`config.mk`:
```
export PLATFORM = sky130hd
export DESIGN_NAME = chan_sel_bbm
export DESIGN_NICKNAME = d
export VERILOG_FILES = /design/src/rtl/chan_sel_pkg.sv /design/src/rtl/strobe_sync.sv /design/src/rtl/sel_latch.sv /design/src/rtl/sel_decode.sv /design/src/rtl/bbm_gate.sv /design/src/rtl/chan_sel_bbm.sv
export SDC_FILE = /design/constraint.sdc
export NUM_CORES = 1
export LEC_CHECK = 0
export ABC_AREA = 0
export BUFFER_PORTS_ARGS = -buffer_cell sky130_fd_sc_hd__buf_4
export CORE_MARGIN = 2
export CORE_UTILIZATION = 50
export CTS_CLUSTER_SIZE = 12
export DETAILED_ROUTE_END_ITERATION = 7
export PLACE_DENSITY = 0.67
export SLEW_MARGIN = 20
export SYNTH_ARGS = -nofsm -noshare
export SYNTH_HDL_FRONTEND = slang
export SYNTH_SLANG_ARGS = --single-unit
```
`constraint.sdc`:
```
create_clock -name clk -period 2.5 [get_ports clk]
set_clock_uncertainty 0.15 [all_clocks]
set_input_delay 0.375 -clock clk [delete_from_list [all_inputs] [get_ports clk]]
set_output_delay 0.375 -clock clk [all_outputs]
set_load 0.005 [all_outputs]
```
`src/rtl/chan_sel_pkg.sv`:
```
package chan_sel_pkg;

  // width of a down-counter that must hold the value n
  function automatic int cnt_w(input int n);
    return (n < 1) ? 1 : $clog2(n + 1);
  endfunction

  // address width for the channel count and mode
  function automatic int addr_w(input int num_ch, input bit paired);
    int groups;
    groups = paired ? num_ch / 2 : num_ch;
    return (groups < 2) ? 1 : $clog2(groups);
  endfunction

endpackage

```
`src/rtl/strobe_sync.sv`:
```
module strobe_sync #(
  parameter int          W       = 2,
  parameter logic [W-1:0] RST_VAL = '1
) (
  input  logic         clk,
  input  logic         rst,
  input  logic [W-1:0] d,
  output logic [W-1:0] q
);
  logic [W-1:0] s1_q, s2_q;

  always_ff @(posedge clk) begin
    if (rst) begin
      s1_q <= RST_VAL;
      s2_q <= RST_VAL;
    end else begin
      s1_q <= d;
      s2_q <= s1_q;
    end
  end

  assign q = s2_q;
endmodule

```
`src/rtl/sel_latch.sv`:
```
module sel_latch #(
  parameter int ADDR_W  = 3,
  parameter int MIN_CLR = 3
) (
  input  logic              clk,
  input  logic              rst,
  input  logic              wr_s,
  input  logic              clr_s,
  input  logic [ADDR_W-1:0] addr_i,
  input  logic              en_i,
  output logic [ADDR_W-1:0] held_addr,
  output logic              held_en,
  output logic              armed
);
  localparam int CW = chan_sel_pkg::cnt_w(MIN_CLR);

  logic [CW-1:0]     arm_cnt_q;
  logic              armed_q;
  logic [ADDR_W-1:0] addr_q;
  logic              en_q;

  // power-on arming: clear must be seen low for MIN_CLR consecutive cycles
  always_ff @(posedge clk) begin
    if (rst) begin
      arm_cnt_q <= '0;
      armed_q   <= 1'b0;
    end else if (!armed_q) begin
      if (!clr_s) begin
        if (arm_cnt_q >= CW'(MIN_CLR - 1)) armed_q <= 1'b1;
        else                               arm_cnt_q <= arm_cnt_q + CW'(1);
      end else begin
        arm_cnt_q <= '0;
      end
    end
  end

  // level-sensitive capture, done as a clocked register
  always_ff @(posedge clk) begin
    if (rst || !armed_q || !clr_s) begin
      addr_q <= '0;
      en_q   <= 1'b0;
    end else if (!wr_s) begin
      addr_q <= addr_i;
      en_q   <= en_i;
    end
  end

  assign held_addr = addr_q;
  assign held_en   = en_q;
  assign armed     = armed_q;

  p_hold_r2: assert property (@(posedge clk) disable iff (rst)
    (armed_q && clr_s && wr_s) |=> ({en_q, addr_q} == $past({en_q, addr_q})));

  p_clear_r3: assert property (@(posedge clk) disable iff (rst)
    (!clr_s) |=> (!en_q && addr_q == '0));
endmodule

```
`src/rtl/sel_decode.sv`:
```
module sel_decode #(
  parameter int NUM_CH = 8,
  parameter bit PAIRED = 1'b0,
  parameter int ADDR_W = 3
) (
  input  logic [ADDR_W-1:0] addr,
  input  logic              en,
  output logic [NUM_CH-1:0] want
);
  localparam int HALF = NUM_CH / 2;

  generate
    if (PAIRED) begin : g_pair
      for (genvar k = 0; k < HALF; k++) begin : g_k
        assign want[k]        = en && (addr == ADDR_W'(k));
        assign want[k + HALF] = en && (addr == ADDR_W'(k));
      end
    end else begin : g_single
      for (genvar k = 0; k < NUM_CH; k++) begin : g_k
        assign want[k] = en && (addr == ADDR_W'(k));
      end
    end
  endgenerate
endmodule

```
`src/rtl/bbm_gate.sv`:
```
module bbm_gate #(
  parameter int NUM_CH   = 8,
  parameter bit PAIRED   = 1'b0,
  parameter int DEAD_CYC = 4
) (
  input  logic              clk,
  input  logic              rst,
  input  logic [NUM_CH-1:0] want,
  output logic [NUM_CH-1:0] sw
);
  localparam int GW   = chan_sel_pkg::cnt_w(DEAD_CYC);
  localparam int HALF = NUM_CH / 2;

  logic [NUM_CH-1:0] tgt_q, sw_q;
  logic [GW-1:0]     gap_q;

  always_ff @(posedge clk) begin
    if (rst) begin
      tgt_q <= '0;
      sw_q  <= '0;
      gap_q <= '0;
    end else begin
      tgt_q <= want;
      if (want == '0) begin
        sw_q  <= '0;
        gap_q <= '0;
      end else if (want != tgt_q) begin
        sw_q  <= '0;
        gap_q <= GW'(DEAD_CYC);
      end else if (gap_q != '0) begin
        gap_q <= gap_q - GW'(1);
      end else begin
        sw_q <= want;
      end
    end
  end

  assign sw = sw_q;

  p_off_next_r9: assert property (@(posedge clk) disable iff (rst)
    (want == '0) |=> (sw_q == '0));

  p_no_direct_r7: assert property (@(posedge clk) disable iff (rst)
    (sw_q != '0 && $past(sw_q) != '0) |-> (sw_q == $past(sw_q)));

  generate
    if (PAIRED) begin : g_chk_pair
      p_pair_r6: assert property (@(posedge clk) disable iff (rst)
        (sw_q[HALF-1:0] == sw_q[NUM_CH-1:HALF]) && $onehot0(sw_q[HALF-1:0]));
    end else begin : g_chk_single
      p_single_r11: assert property (@(posedge clk) disable iff (rst)
        $onehot0(sw_q));
    end
  endgenerate
endmodule

```
`src/rtl/chan_sel_bbm.sv`:
```
module chan_sel_bbm #(
  parameter int NUM_CH   = 8,
  parameter bit PAIRED   = 1'b0,
  parameter int DEAD_CYC = 4,
  parameter int MIN_CLR  = 3,
  localparam int ADDR_W  = chan_sel_pkg::addr_w(NUM_CH, PAIRED)
) (
  input  logic              clk,
  input  logic              rst,
  input  logic [ADDR_W-1:0] addr_i,
  input  logic              en_i,
  input  logic              wr_n_i,
  input  logic              clr_n_i,
  output logic [NUM_CH-1:0] sw_o
);
  logic [1:0]        strb_s;
  logic [ADDR_W-1:0] held_addr;
  logic              held_en;
  logic              armed;
  logic [NUM_CH-1:0] want;

  strobe_sync #(.W(2), .RST_VAL(2'b11)) u_sync (
    .clk (clk),
    .rst (rst),
    .d   ({clr_n_i, wr_n_i}),
    .q   (strb_s)
  );

  sel_latch #(.ADDR_W(ADDR_W), .MIN_CLR(MIN_CLR)) u_latch (
    .clk       (clk),
    .rst       (rst),
    .wr_s      (strb_s[0]),
    .clr_s     (strb_s[1]),
    .addr_i    (addr_i),
    .en_i      (en_i),
    .held_addr (held_addr),
    .held_en   (held_en),
    .armed     (armed)
  );

  sel_decode #(.NUM_CH(NUM_CH), .PAIRED(PAIRED), .ADDR_W(ADDR_W)) u_dec (
    .addr (held_addr),
    .en   (held_en),
    .want (want)
  );

  bbm_gate #(.NUM_CH(NUM_CH), .PAIRED(PAIRED), .DEAD_CYC(DEAD_CYC)) u_gate (
    .clk  (clk),
    .rst  (rst),
    .want (want),
    .sw   (sw_o)
  );

  p_unarmed_off_r10: assert property (@(posedge clk) disable iff (rst)
    (!armed) |-> (sw_o == '0));
endmodule

```
==> summary.md, run 1 <==
| Metric | Value |
|---|---|
| Critical path startpoint category | `flip-flop` |
| Reg2reg path depth | `4` |
| Setup Viol. Count Final | `0` |
| Cts hold-fix bufs | `0` |
| Postcts setup bufs | `0` |
| WS Path Type | `flip-flop to flip-flop` |
| Initial core utilization | `52.4%` |
| Crit path arrival time | `roughly 2.3 ns` |
| Area growth, synth to finish | `11.2%` |
| Seq/Total Area, Yosys | `41.9%` |
| Worst skew pair latency | `0.32 ns` |
| Drt wl/cell | `14.1 um` |
| Status | `finished, final reports clean` |
| PortBufs | `15` |
| Hold depth | `2` |
| Final worst-path cycle share | `between 80 and 90%` |
| Post-synth EDFFs | `0` |
| Metal3 WL | `82 um` |
| Final net count | `170` |
| Yosys cell types | `49` |
| Die Ht | `57.5 um` |
| Fin. max-slew vios | `0` |
| Ant diodes | `0` |
| Gpl congestion | `~0.76` |
| H-tree levels | `2` |
| Final min period | `around 2.2 ns` |
| Yosys reg bits | `30` |
| Vias after detailed routing | `1068` |
| Leak pwr | `0.000623 uW` |
| Hold WS | `0.0878 ns` |
| Initial DRT Pass Iterations | `4` |
| Max-slew headroom | `46.9%` |
| Slew @ Worst Pin | `0.796 ns` |
| CTS Buffer Depth | `2` |
| Max FO, Critical Path | `15` |
| Met2 WL post-DR | `approximately 1400 um` |
| RSZ-0062 raised after global routing | `false` |
| MaxCap Viol Count | `0` |
| Worst setup EP type | `flip-flop` |
| Post-synth ARST share | `0%` |
| Total power | `865 uW` |
| Synth Instances | `between 100 and 150` |
| Final WL | `2690 um` |
| WP data required | `2.57 ns` |
| Setup TNS | `0 ns` |
| CTS sink cnt | `30` |
| HP Class | `input pin to flip-flop` |
| Post-DRT Antenna Nets | `0` |
| Die area | `0.00331 mm^2` |
| First-pass GRT wire length | `4770 um` |
| Peak Freq | `453 MHz` |
| Filler cells | `249` |
| # rows | `19` |
| Top FF cell, synth | `dfxtp_1` |
| Post-DP HPWL | `1940 um` |
| # DRC | `0` |
| Final Hold Viols | `0` |
| Pwr Density | `543 mW/mm^2` |
| Core Util, Final | `58.3%` |
| Initial DRC Count | `22` |
| Cells resized by post-CTS repair | `0` |
| Initial antenna violation count | `0` |
| CTS tree | `built` |
| Worst setup margin | `just under 0.3 ns` |
| Synth Cell Area | `0.00143 mm^2` |
| Vias in the first global route | `1098` |
| Largest net degree at the start of global routing | `16` |
| Total GRT Usage | `between 10% and 20%` |
| Worst vdd ir | `about 370 uV` |
| Syn avg cell area | `9.81 um^2` |
| Share of layout cells above drive strength 1 | `26.9%` |
| Syn nets | `157` |
| Pre-CTS WS | `0.293 ns` |
| CTS buffer count | `5` |
| Vias/cell | `5.59` |
| Warnings from Yosys | `0` |
| WL met1 | `1200 um` |
| Die X | `57.5 um` |
| Top layer in use | `met4` |
| Gr ovfl total | `0` |
| Clock-pin slew on the worst setup and hold paths | `0.10 ns` |
| I/O pins | `16` |
| Root Buffer | `clkbuf_4` |
| Core area | `0.00273 mm^2` |
through the flow:
| step | area [um^2] | instances |
|---|---|---|
| 3_3_place_gp | 1520 | 183 |
| 5_1_grt | 1590 | 191 |
| 2_1_floorplan | 1430 | 146 |
| 4_1_cts | 1590 | 191 |
| 6_report | 1590 | 191 |
| 3_5_place_dp | 1520 | 183 |
kinds of logic after synthesis:
logic type / synth area share [%]
buf+inv: 6.46
xor+xnor: 0.611
fa+ha+maj: 2.62
compound gates: 12.1
mux: 4.89
simple gates: 31.4
flops: 41.9
layout by cell type, fill, tap and decap left out, types with 3 or more instances in the layout:
master,instances
mux2i_1,7
nor4_2,10
a21oi_1,6
or2_2,4
nor3_1,5
inv_1,7
nor2b_1,5
ha_1,3
nand2_1,8
buf_4,15
nor2_1,15
dfxtp_1,30
clkbuf_4,5
metal layers:
| layer | vias to the layer above | track usage [%] |
|---|---|---|
| met2 | 16 | 32.8 |
| li1 | 547 | - |
| met5 | - | 0 |
| met4 | 0 | 7.97 |
| met3 | 4 | 4.08 |
| met1 | 501 | 21.9 |
layout make-up:
type,count,area (um^2),share of cell area [%]
tap,31,38.8,2.44
clock buffer,7,45.0,2.83
sequential,30,601,37.7
multi-input combinational,100,739,46.4
clock inverter,1,30.0,1.89
timing repair buffer,15,113,7.07
inverter,7,26.3,1.65
sequential cells by signal (all words and copies together) (netlist names):
signal and count:
u_gate.tgt_q 8, u_latch.held_en 1, u_latch.arm_cnt_q 2, u_sync.q 2
u_gate.sw 8, u_latch.armed 1, u_latch.held_addr 3, u_sync.s1_q 2
u_gate.gap_q 3
power breakdown:
part	internal, uW	leakage, uW	total (uW)	switching (uW)
Sequential	481	0.000243	483	2.48
Combinational	11.2	0.000340	17.1	5.98
Clock	212	0.0000395	364	152
Total	704	0.000623	865	161
synth_stat cells (3+ instances only):
cell / instances / area, um^2
a21oi_1: 6 / 30.0
buf_6: 3 / 33.8
dfxtp_1: 30 / 601
ha_1: 3 / 37.5
inv_1: 7 / 26.3
mux2i_1: 7 / 70.1
nand2_1: 8 / 30.0
nor2_1: 15 / 56.3
nor2b_1: 5 / 31.3
nor3_1: 5 / 25.0
nor4_2: 10 / 125
or2_2: 4 / 25.0
critical path, stage by stage (launching register included):
cell and delay [ns]:
dfxtp_1 0.45, or4b_4 0.59, a21oi_2 0.16, o221ai_2 0.32, o311a_1 0.45
final timing paths:
| path | start | end | slack, ns |
|---|---|---|---|
| worst max register to register | u_latch.held_addr[0] | u_gate.gap_q[2] | 0.29 |
| worst max-delay path | u_latch.held_addr[0] | u_gate.gap_q[2] | 0.29 |
| worst min-delay path | clr_n_i | u_sync.s1_q[1] | 0.09 |
| worst min register to register | u_sync.s1_q[0] | u_sync.q[0] | 0.27 |
No activity file was read; power rests on OpenSTA's default activity.
==> inputs of run 2 (changes only) <==
--- a/config.mk
+++ b/config.mk
@@ -7,11 +7,13 @@
 export LEC_CHECK = 0
 export ABC_AREA = 0
 export BUFFER_PORTS_ARGS = -buffer_cell sky130_fd_sc_hd__buf_4
+export CORE_ASPECT_RATIO = 1.4
 export CORE_MARGIN = 2
 export CORE_UTILIZATION = 50
 export CTS_CLUSTER_SIZE = 12
 export DETAILED_ROUTE_END_ITERATION = 7
 export PLACE_DENSITY = 0.67
+export RECOVER_POWER = 50
 export SLEW_MARGIN = 20
 export SYNTH_ARGS = -nofsm -noshare
 export SYNTH_HDL_FRONTEND = slang
==> summary.md, run 2 (same netlist as run 1, synthesis figures left out) <==
| Metric | Value |
|---|---|
| Drt wl/cell | `13.6 um (was 14.1 um)` |
| Max FO, Critical Path | `15 (unchanged)` |
| WP data required | `2.52 ns (was 2.57 ns)` |
| Final Hold Viols | `0 (unchanged)` |
| Comb pwr share | `1.5% (was 2.0%)` |
| Initial DRC Count | `8 (was 22)` |
| CTS buffer count | `5 (unchanged)` |
| Met1 Use GR | `22.7% (was 21.9%)` |
| Met3 Usage GRT | `5.53% (was 4.08%)` |
| Clock Power Share | `54.6% (was 42.1%)` |
| PortBufs | `15 (unchanged)` |
| Internal power | `917 uW (was 704 uW)` |
| Die X | `49.2 um (was 57.5 um)` |
| MaxCap Viol Count | `0 (unchanged)` |
| Commonest non-fill, non-tap cell in the layout | `dfxtp_1 (unchanged)` |
| Worst stage delay on the critical path | `0.59 ns (about the same)` |
| Vias after detailed routing | `1055 (was 1068)` |
| Area of the multi-input gates | `739 um^2 (unchanged)` |
| Slew @ Worst Pin | `0.792 ns (was 0.796 ns)` |
| First-pass GRT wire length | `4620 um (was 4770 um)` |
| Cts hold-fix bufs | `0 (unchanged)` |
| Peak Freq | `457 MHz (was 453 MHz)` |
| Dpl cells | `190 (was 183)` |
| Initial DRT Pass Iterations | `4 (unchanged)` |
| Non-Filler Instances | `198 (was 191)` |
| # DRC | `0 (unchanged)` |
| Switching power | `186 uW (was 161 uW)` |
| Vias/cell | `5.33 (was 5.59)` |
| Postcts setup bufs | `0 (unchanged)` |
| Critical path startpoint category | `flip-flop (unchanged)` |
| Core area | `0.00279 mm^2 (was 0.00273 mm^2)` |
| I/O pins | `16 (unchanged)` |
| Status | `finished, final reports clean (unchanged)` |
| Final WL | `2690 um (about the same)` |
| H-tree levels | `2 (unchanged)` |
| Slowest CP cell | `or4b_4 (unchanged)` |
| CTS sink cnt | `30 (unchanged)` |
| Most frequent cells in the layout | `dfxtp_1, nor2_1, nor4_2 (was dfxtp_1, nor2_1, buf_4)` |
| Ant diodes | `0 (unchanged)` |
| Largest net degree at the start of global routing | `16 (unchanged)` |
| Cells resized by post-CTS repair | `0 (unchanged)` |
| Reg2reg setup slack | `0.31 ns (was 0.29 ns)` |
| Area growth, synth to finish | `16.7% (was 11.2%)` |
| CTS Buffer Depth | `2 (unchanged)` |
| Total GRT Usage | `18.5% (was 18.7%)` |
| Switching fraction of total power | `16.9% (was 18.6%)` |
| Die Ht | `67.3 um (was 57.5 um)` |
| Max-slew headroom | `47.2% (was 46.9%)` |
| Fin. max-slew vios | `0 (unchanged)` |
| Die area | `0.00332 mm^2 (was 0.00331 mm^2)` |
| Root Buffer | `clkbuf_8 (was clkbuf_4)` |
| Initial antenna violation count | `0 (unchanged)` |
| Clock-pin slew on the worst setup and hold paths | `0.07 ns (was 0.10 ns)` |
| Met2 GRT Util | `29.2% (was 32.8%)` |
| Share of layout cells above drive strength 1 | `28.0% (was 26.9%)` |
| Vias in the first global route | `1029 (was 1098)` |
| Register Area | `601 um^2 (unchanged)` |
| CTS tree | `built (unchanged)` |
| Gpl congestion | `0.869 (was 0.760)` |
| Post-DP HPWL | `1920 um (was 1940 um)` |
| Setup TNS | `0 ns (unchanged)` |
| Worst setup EP type | `flip-flop (unchanged)` |
| Gr ovfl total | `0 (unchanged)` |
| Cell breakdown of the critical path | `or4b_4, a21oi_2, o221ai_2, o311a_1 (unchanged)` |
| Worst skew pair latency | `0.28 ns (was 0.32 ns)` |
| Setup Viol. Count Final | `0 (unchanged)` |
| WS Path Type | `flip-flop to flip-flop (unchanged)` |
| Seq pwr share | `43.9% (was 55.9%)` |
| # rows | `23 (was 19)` |
| Final net count | `171 (was 170)` |
| Final worst-path cycle share | `87.5% (was 88.3%)` |
| Crit path arrival time | `2.21 ns (was 2.27 ns)` |
| Pwr Density | `660 mW/mm^2 (was 543 mW/mm^2)` |
| Leak pwr | `0.000651 uW (was 0.000623 uW)` |
| Initial core utilization | `51.3% (was 52.4%)` |
| CP Buf/Inv Count | `0 (unchanged)` |
| Filler cells | `249 (unchanged)` |
| Delay-heaviest family, CP | `compound AO/OA/AOI/OAI gates (unchanged)` |
| RSZ-0062 raised after global routing | `false (unchanged)` |
| Final min period | `2.19 ns (was 2.21 ns)` |
| Worst vdd ir | `781 uV (was 370 uV)` |
| HP Class | `input pin to flip-flop (unchanged)` |
| Most used routing layer | `met2 (unchanged)` |
| Post-DRT Antenna Nets | `0 (unchanged)` |
==> run 2: cell types whose count changed in the layout (fill, tap and decap cells not counted), sizes merged <==
cell / previous run / this run
buf: 15 / 8
clkbuf: 7 / 14
bufinv: 1 / 2
==> run 2: layout make-up <==
cell class              instances  share of cell area (%)
clock buffers                   6                    4.94
clock inverters                 2                    3.59
inverters                       7                    1.57
multi-input cells             100                    44.2
flip-flops and latches         30                    35.9
well taps                      37                    2.77
repair buffers                 16                    6.96
==> run 2: power groups by stage <==
stage          clock network, uW  registers (uW)  logic (uW)
2_1_floorplan                  0             493        9.13
3_3_place_gp                   0             494        17.1
3_5_place_dp                   0             495        17.3
4_1_cts                      616             484        17.4
5_1_grt                      640             484        18.2
6_report                     602             484        16.6
==> run 2: metal layers <==
layer / routed length (um) / vias up
met1: 1290 / 490
met3: 91 / 4
met4: 44 / 0
met2: 1270 / 15
li1: - / 546
met5: 0 / -
==> run 2: final timing paths <==
check / from / to / depth (start not counted)
max: u_latch.held_addr[0] / u_gate.gap_q[2] / 4
min: clr_n_i / u_sync.s1_q[1] / 2
max reg2reg: u_latch.held_addr[0] / u_gate.gap_q[2] / 4
min reg2reg: u_sync.s1_q[0] / u_sync.q[0] / 1
==> run 2: stage by stage <==
stage               hold slack, ns  cell area (um^2)  utilization [%]  power [uW]  setup WS, ns
floorplan                    0.239              1430                -         502         0.781
global placement             0.250              1530             54.9         512         0.359
detailed placement           0.252              1530             54.9         512         0.313
CTS                          0.123              1680             60.0        1120         0.313
global route                 0.119              1670             59.9        1140         0.189
finish                       0.131              1670             59.9        1100         0.313
==> run 2: worst register-to-register path, stage by stage (launching register included) <==
cell,delay [ns]
dfxtp_1,0.44
or4b_4,0.59
a21oi_2,0.16
o221ai_2,0.32
o311a_1,0.43
==> inputs of run 3 (changes only) <==
--- a/config.mk
+++ b/config.mk
@@ -8,7 +8,6 @@
 export ABC_AREA = 0
 export BUFFER_PORTS_ARGS = -buffer_cell sky130_fd_sc_hd__buf_4
 export CORE_ASPECT_RATIO = 1.4
-export CORE_MARGIN = 2
 export CORE_UTILIZATION = 50
 export CTS_CLUSTER_SIZE = 12
 export DETAILED_ROUTE_END_ITERATION = 7
@@ -17,4 +16,5 @@
 export SLEW_MARGIN = 20
 export SYNTH_ARGS = -nofsm -noshare
 export SYNTH_HDL_FRONTEND = slang
+export SYNTH_HIERARCHICAL = 1
 export SYNTH_SLANG_ARGS = --single-unit
==> summary.md, run 3 <==
| Metric | Value |
|---|---|
| Top FF cell, synth | `dfxtp_1 (unchanged)` |
| Gr ovfl total | `0 (unchanged)` |
| First-pass GRT wire length | `3950 um (was 4620 um)` |
| WP data required | `2.58 ns (was 2.52 ns)` |
| Reg2reg path depth | `5 (was 4)` |
| Final net count | `153 (was 171)` |
| Yosys reg bits | `30 (unchanged)` |
| Slew @ Worst Pin | `0.721 ns (was 0.792 ns)` |
| Yosys cell types | `28 (was 49)` |
| Pre-CTS WS | `0.442 ns (was 0.313 ns)` |
| Gpl congestion | `0.750 (was 0.869)` |
| Critical path depth | `5 (was 4)` |
| Worst skew pair latency | `0.32 ns (was 0.28 ns)` |
| Crit path arrival time | `2.20 ns (was 2.21 ns)` |
| Area growth, synth to finish | `13.6% (was 16.7%)` |
| Simple-gate share of the synthesized area | `29.2% (was 31.4%)` |
| Post-DP HPWL | `1630 um (was 1920 um)` |
| RSZ-0062 raised after global routing | `false (unchanged)` |
| HP Class | `input pin to flip-flop (unchanged)` |
| Final worst-path cycle share | `84.7% (was 87.5%)` |
| Worst setup margin | `0.384 ns (was 0.313 ns)` |
| # rows | `22 (was 23)` |
| Cells resized by post-CTS repair | `0 (unchanged)` |
| Initial DRC Count | `12 (was 8)` |
| Vias/cell | `5.21 (was 5.33)` |
| CTS Buffer Depth | `2 (unchanged)` |
| Most common cell in the netlist | `dfxtp_1 (unchanged)` |
| H-tree levels | `2 (unchanged)` |
| CTS tree | `built (unchanged)` |
| Drt wl/cell | `13.0 um (was 13.6 um)` |
| Share of layout cells above drive strength 1 | `24.6% (was 28.0%)` |
| Syn avg cell area | `11.1 um^2 (was 9.81 um^2)` |
| Initial antenna violation count | `0 (unchanged)` |
| MaxCap Viol Count | `0 (unchanged)` |
| Post-DRT Antenna Nets | `0 (unchanged)` |
| Design Area, Final | `0.00154 mm^2 (was 0.00167 mm^2)` |
| Post-synthesis xor/xnor area fraction | `5.82% (was 0.611%)` |
| Cell taking the most area after synthesis | `dfxtp_1 (unchanged)` |
| PortBufs | `15 (unchanged)` |
| Worst setup EP type | `flip-flop (unchanged)` |
| Fin. max-slew vios | `0 (unchanged)` |
| Setup TNS | `0 ns (unchanged)` |
| Cts hold-fix bufs | `0 (unchanged)` |
| Vias after detailed routing | `927 (was 1055)` |
| Post-synth EDFFs | `0 (unchanged)` |
| Cell Area, Placed | `0.00149 mm^2 (was 0.00153 mm^2)` |
| CP Buf/Inv Count | `1 (was 0)` |
| Largest family of logic cells by synthesized area | `simple AND/OR/NAND/NOR gates (unchanged)` |
| Vias in the first global route | `888 (was 1029)` |
| CTS sink cnt | `30 (unchanged)` |
| Max-slew headroom | `52.0% (was 47.2%)` |
| Die X | `46.0 um (was 49.2 um)` |
| Worst vdd ir | `439 uV (was 781 uV)` |
| Reg2reg setup slack | `0.38 ns (was 0.31 ns)` |
| Final min period | `2.12 ns (was 2.19 ns)` |
| Die Ht | `63.6 um (was 67.3 um)` |
| Status | `finished, final reports clean (unchanged)` |
| Delay-heaviest family, CP | `simple AND/OR/NAND/NOR gates (was compound AO/OA/AOI/OAI gates)` |
| Largest net degree at the start of global routing | `19 (was 16)` |
| Post-synthesis adder-cell area fraction | `3.69% (was 2.62%)` |
| Critical path startpoint category | `flip-flop (unchanged)` |
| Compound-Gate Fraction of Synth Area | `3.79% (was 12.1%)` |
| Synth Cell Area | `0.00136 mm^2 (was 0.00143 mm^2)` |
| Clock-pin slew on the worst setup and hold paths | `0.09 ns (was 0.07 ns)` |
| WS Path Type | `flip-flop to flip-flop (unchanged)` |
| Synth cell count leaders | `dfxtp_1, mux2i_1, nor4_2 (was dfxtp_1, nor2_1, nor4_2)` |
| Hold depth | `2 (unchanged)` |
| Initial DRT Pass Iterations | `4 (unchanged)` |
| Post-synth top area share | `44.3% (was 41.9%)` |
| Die area | `0.00293 mm^2 (was 0.00332 mm^2)` |
| Setup Viol. Count Final | `0 (unchanged)` |
| Pwr Density | `518 mW/mm^2 (was 660 mW/mm^2)` |
| CTS buffer count | `5 (unchanged)` |
| Multiplexer share of the synthesized area | `8.86% (was 4.89%)` |
| Initial core utilization | `52.4% (was 51.3%)` |
| Seq/Total Area, Yosys | `44.3% (was 41.9%)` |
| # DRC | `0 (unchanged)` |
| Synth Instances | `122 (was 146)` |
| Commonest non-fill, non-tap cell in the layout | `dfxtp_1 (unchanged)` |
| Total GRT Usage | `19.2% (was 18.5%)` |
| Postcts setup bufs | `0 (unchanged)` |
| Worst stage delay on the critical path | `0.47 ns (was 0.59 ns)` |
| Core area | `0.00259 mm^2 (was 0.00279 mm^2)` |
| Ranking of synthesized cells by area | `dfxtp_1, nor4_2, mux2i_1, xnor2_1, nor2b_1 (was dfxtp_1, nor4_2, mux2i_1, nor2_1, ha_1)` |
| Max FO, Critical Path | `9 (was 15)` |
| Root Buffer | `clkbuf_4 (was clkbuf_8)` |
| Ant diodes | `0 (unchanged)` |
| Leak pwr | `0.000656 uW (was 0.000651 uW)` |
| Syn nets | `134 (was 157)` |
| Cell breakdown of the critical path | `nor4b_2, xnor2_1, nand4_1, buf_4, nor4_2 (was or4b_4, a21oi_2, o221ai_2, o311a_1)` |
| Most frequent cells in the layout | `dfxtp_1, buf_4, mux2i_1 (was dfxtp_1, nor2_1, nor4_2)` |
| Final WL | `2320 um (was 2690 um)` |
| Post-synth ARST share | `0% (unchanged)` |
| Slowest CP cell | `nor4b_2 (was or4b_4)` |
| Warnings from Yosys | `6 (was 0)` |
| Final Hold Viols | `0 (unchanged)` |
| I/O pins | `16 (unchanged)` |
| Peak Freq | `473 MHz (was 457 MHz)` |
[run 3: final timing paths]
check | from | endpoint
max | u_latch/held_en | u_gate/sw[4]
min | clr_n_i | u_sync/s1_q[1]
max reg2reg | u_latch/held_en | u_gate/sw[4]
min reg2reg | u_sync/s1_q[0] | u_sync/q[0]
[run 3: worst reg2reg max path: stages (launching register included)]
cell and delay (ns):
dfxtp_1 0.44, nor4b_2 0.47, xnor2_1 0.17, nand4_1 0.27, buf_4 0.28, nor4_2 0.25
[run 3: area by class of cell]
cell class / count / area [um^2]
well taps: 36 / 45.0
clock buffers: 7 / 55.1
clock inverters: 1 / 5.00
repair buffers: 17 / 124
fillers: 260 / 1050
inverters: 5 / 18.8
multi-input cells: 82 / 691
flip-flops and latches: 30 / 601
[run 3: cell families after synthesis]
logic type,Yosys count
xor gates and xnor gates,9
buffers and inverters,10
and+or+nand+nor,49
AOI/OAI and AO/OA,8
DFF,30
adders and majority gates,4
muxes,12
[run 3: power breakdown]
| group | switching (uW) | leakage (uW) | internal [uW] |
|---|---|---|---|
| combinational | 7.45 | 0.000379 | 11.1 |
| sequential | 2.58 | 0.000243 | 481 |
| clock | 159 | 0.0000353 | 136 |
| total | 169 | 0.000656 | 628 |
[run 3: per-stage QoR]
step | hold slack, ns | utilization [%] | total power (uW) | instances
6_report | 0.0764 | 59.5 | 797 | 178
5_1_grt | 0.0416 | 59.5 | 836 | 178
4_1_cts | 0.0557 | 59.8 | 817 | 178
3_5_place_dp | 0.241 | 57.5 | 514 | 170
3_3_place_gp | 0.240 | 57.5 | 513 | 170
2_1_floorplan | 0.233 | - | 501 | 122
[run 3: metal layers]
| layer | up-vias | routed length [um] | GRT usage [%] | part of all wire [%] |
|---|---|---|---|---|
| met4 | 0 | 61 | 12.1 | 2.6 |
| met5 | - | 0 | 0 | 0 |
| li1 | 470 | - | - | - |
| met3 | 4 | 67 | 6.88 | 2.9 |
| met1 | 438 | 1020 | 21.3 | 44 |
| met2 | 15 | 1170 | 29.8 | 50 |
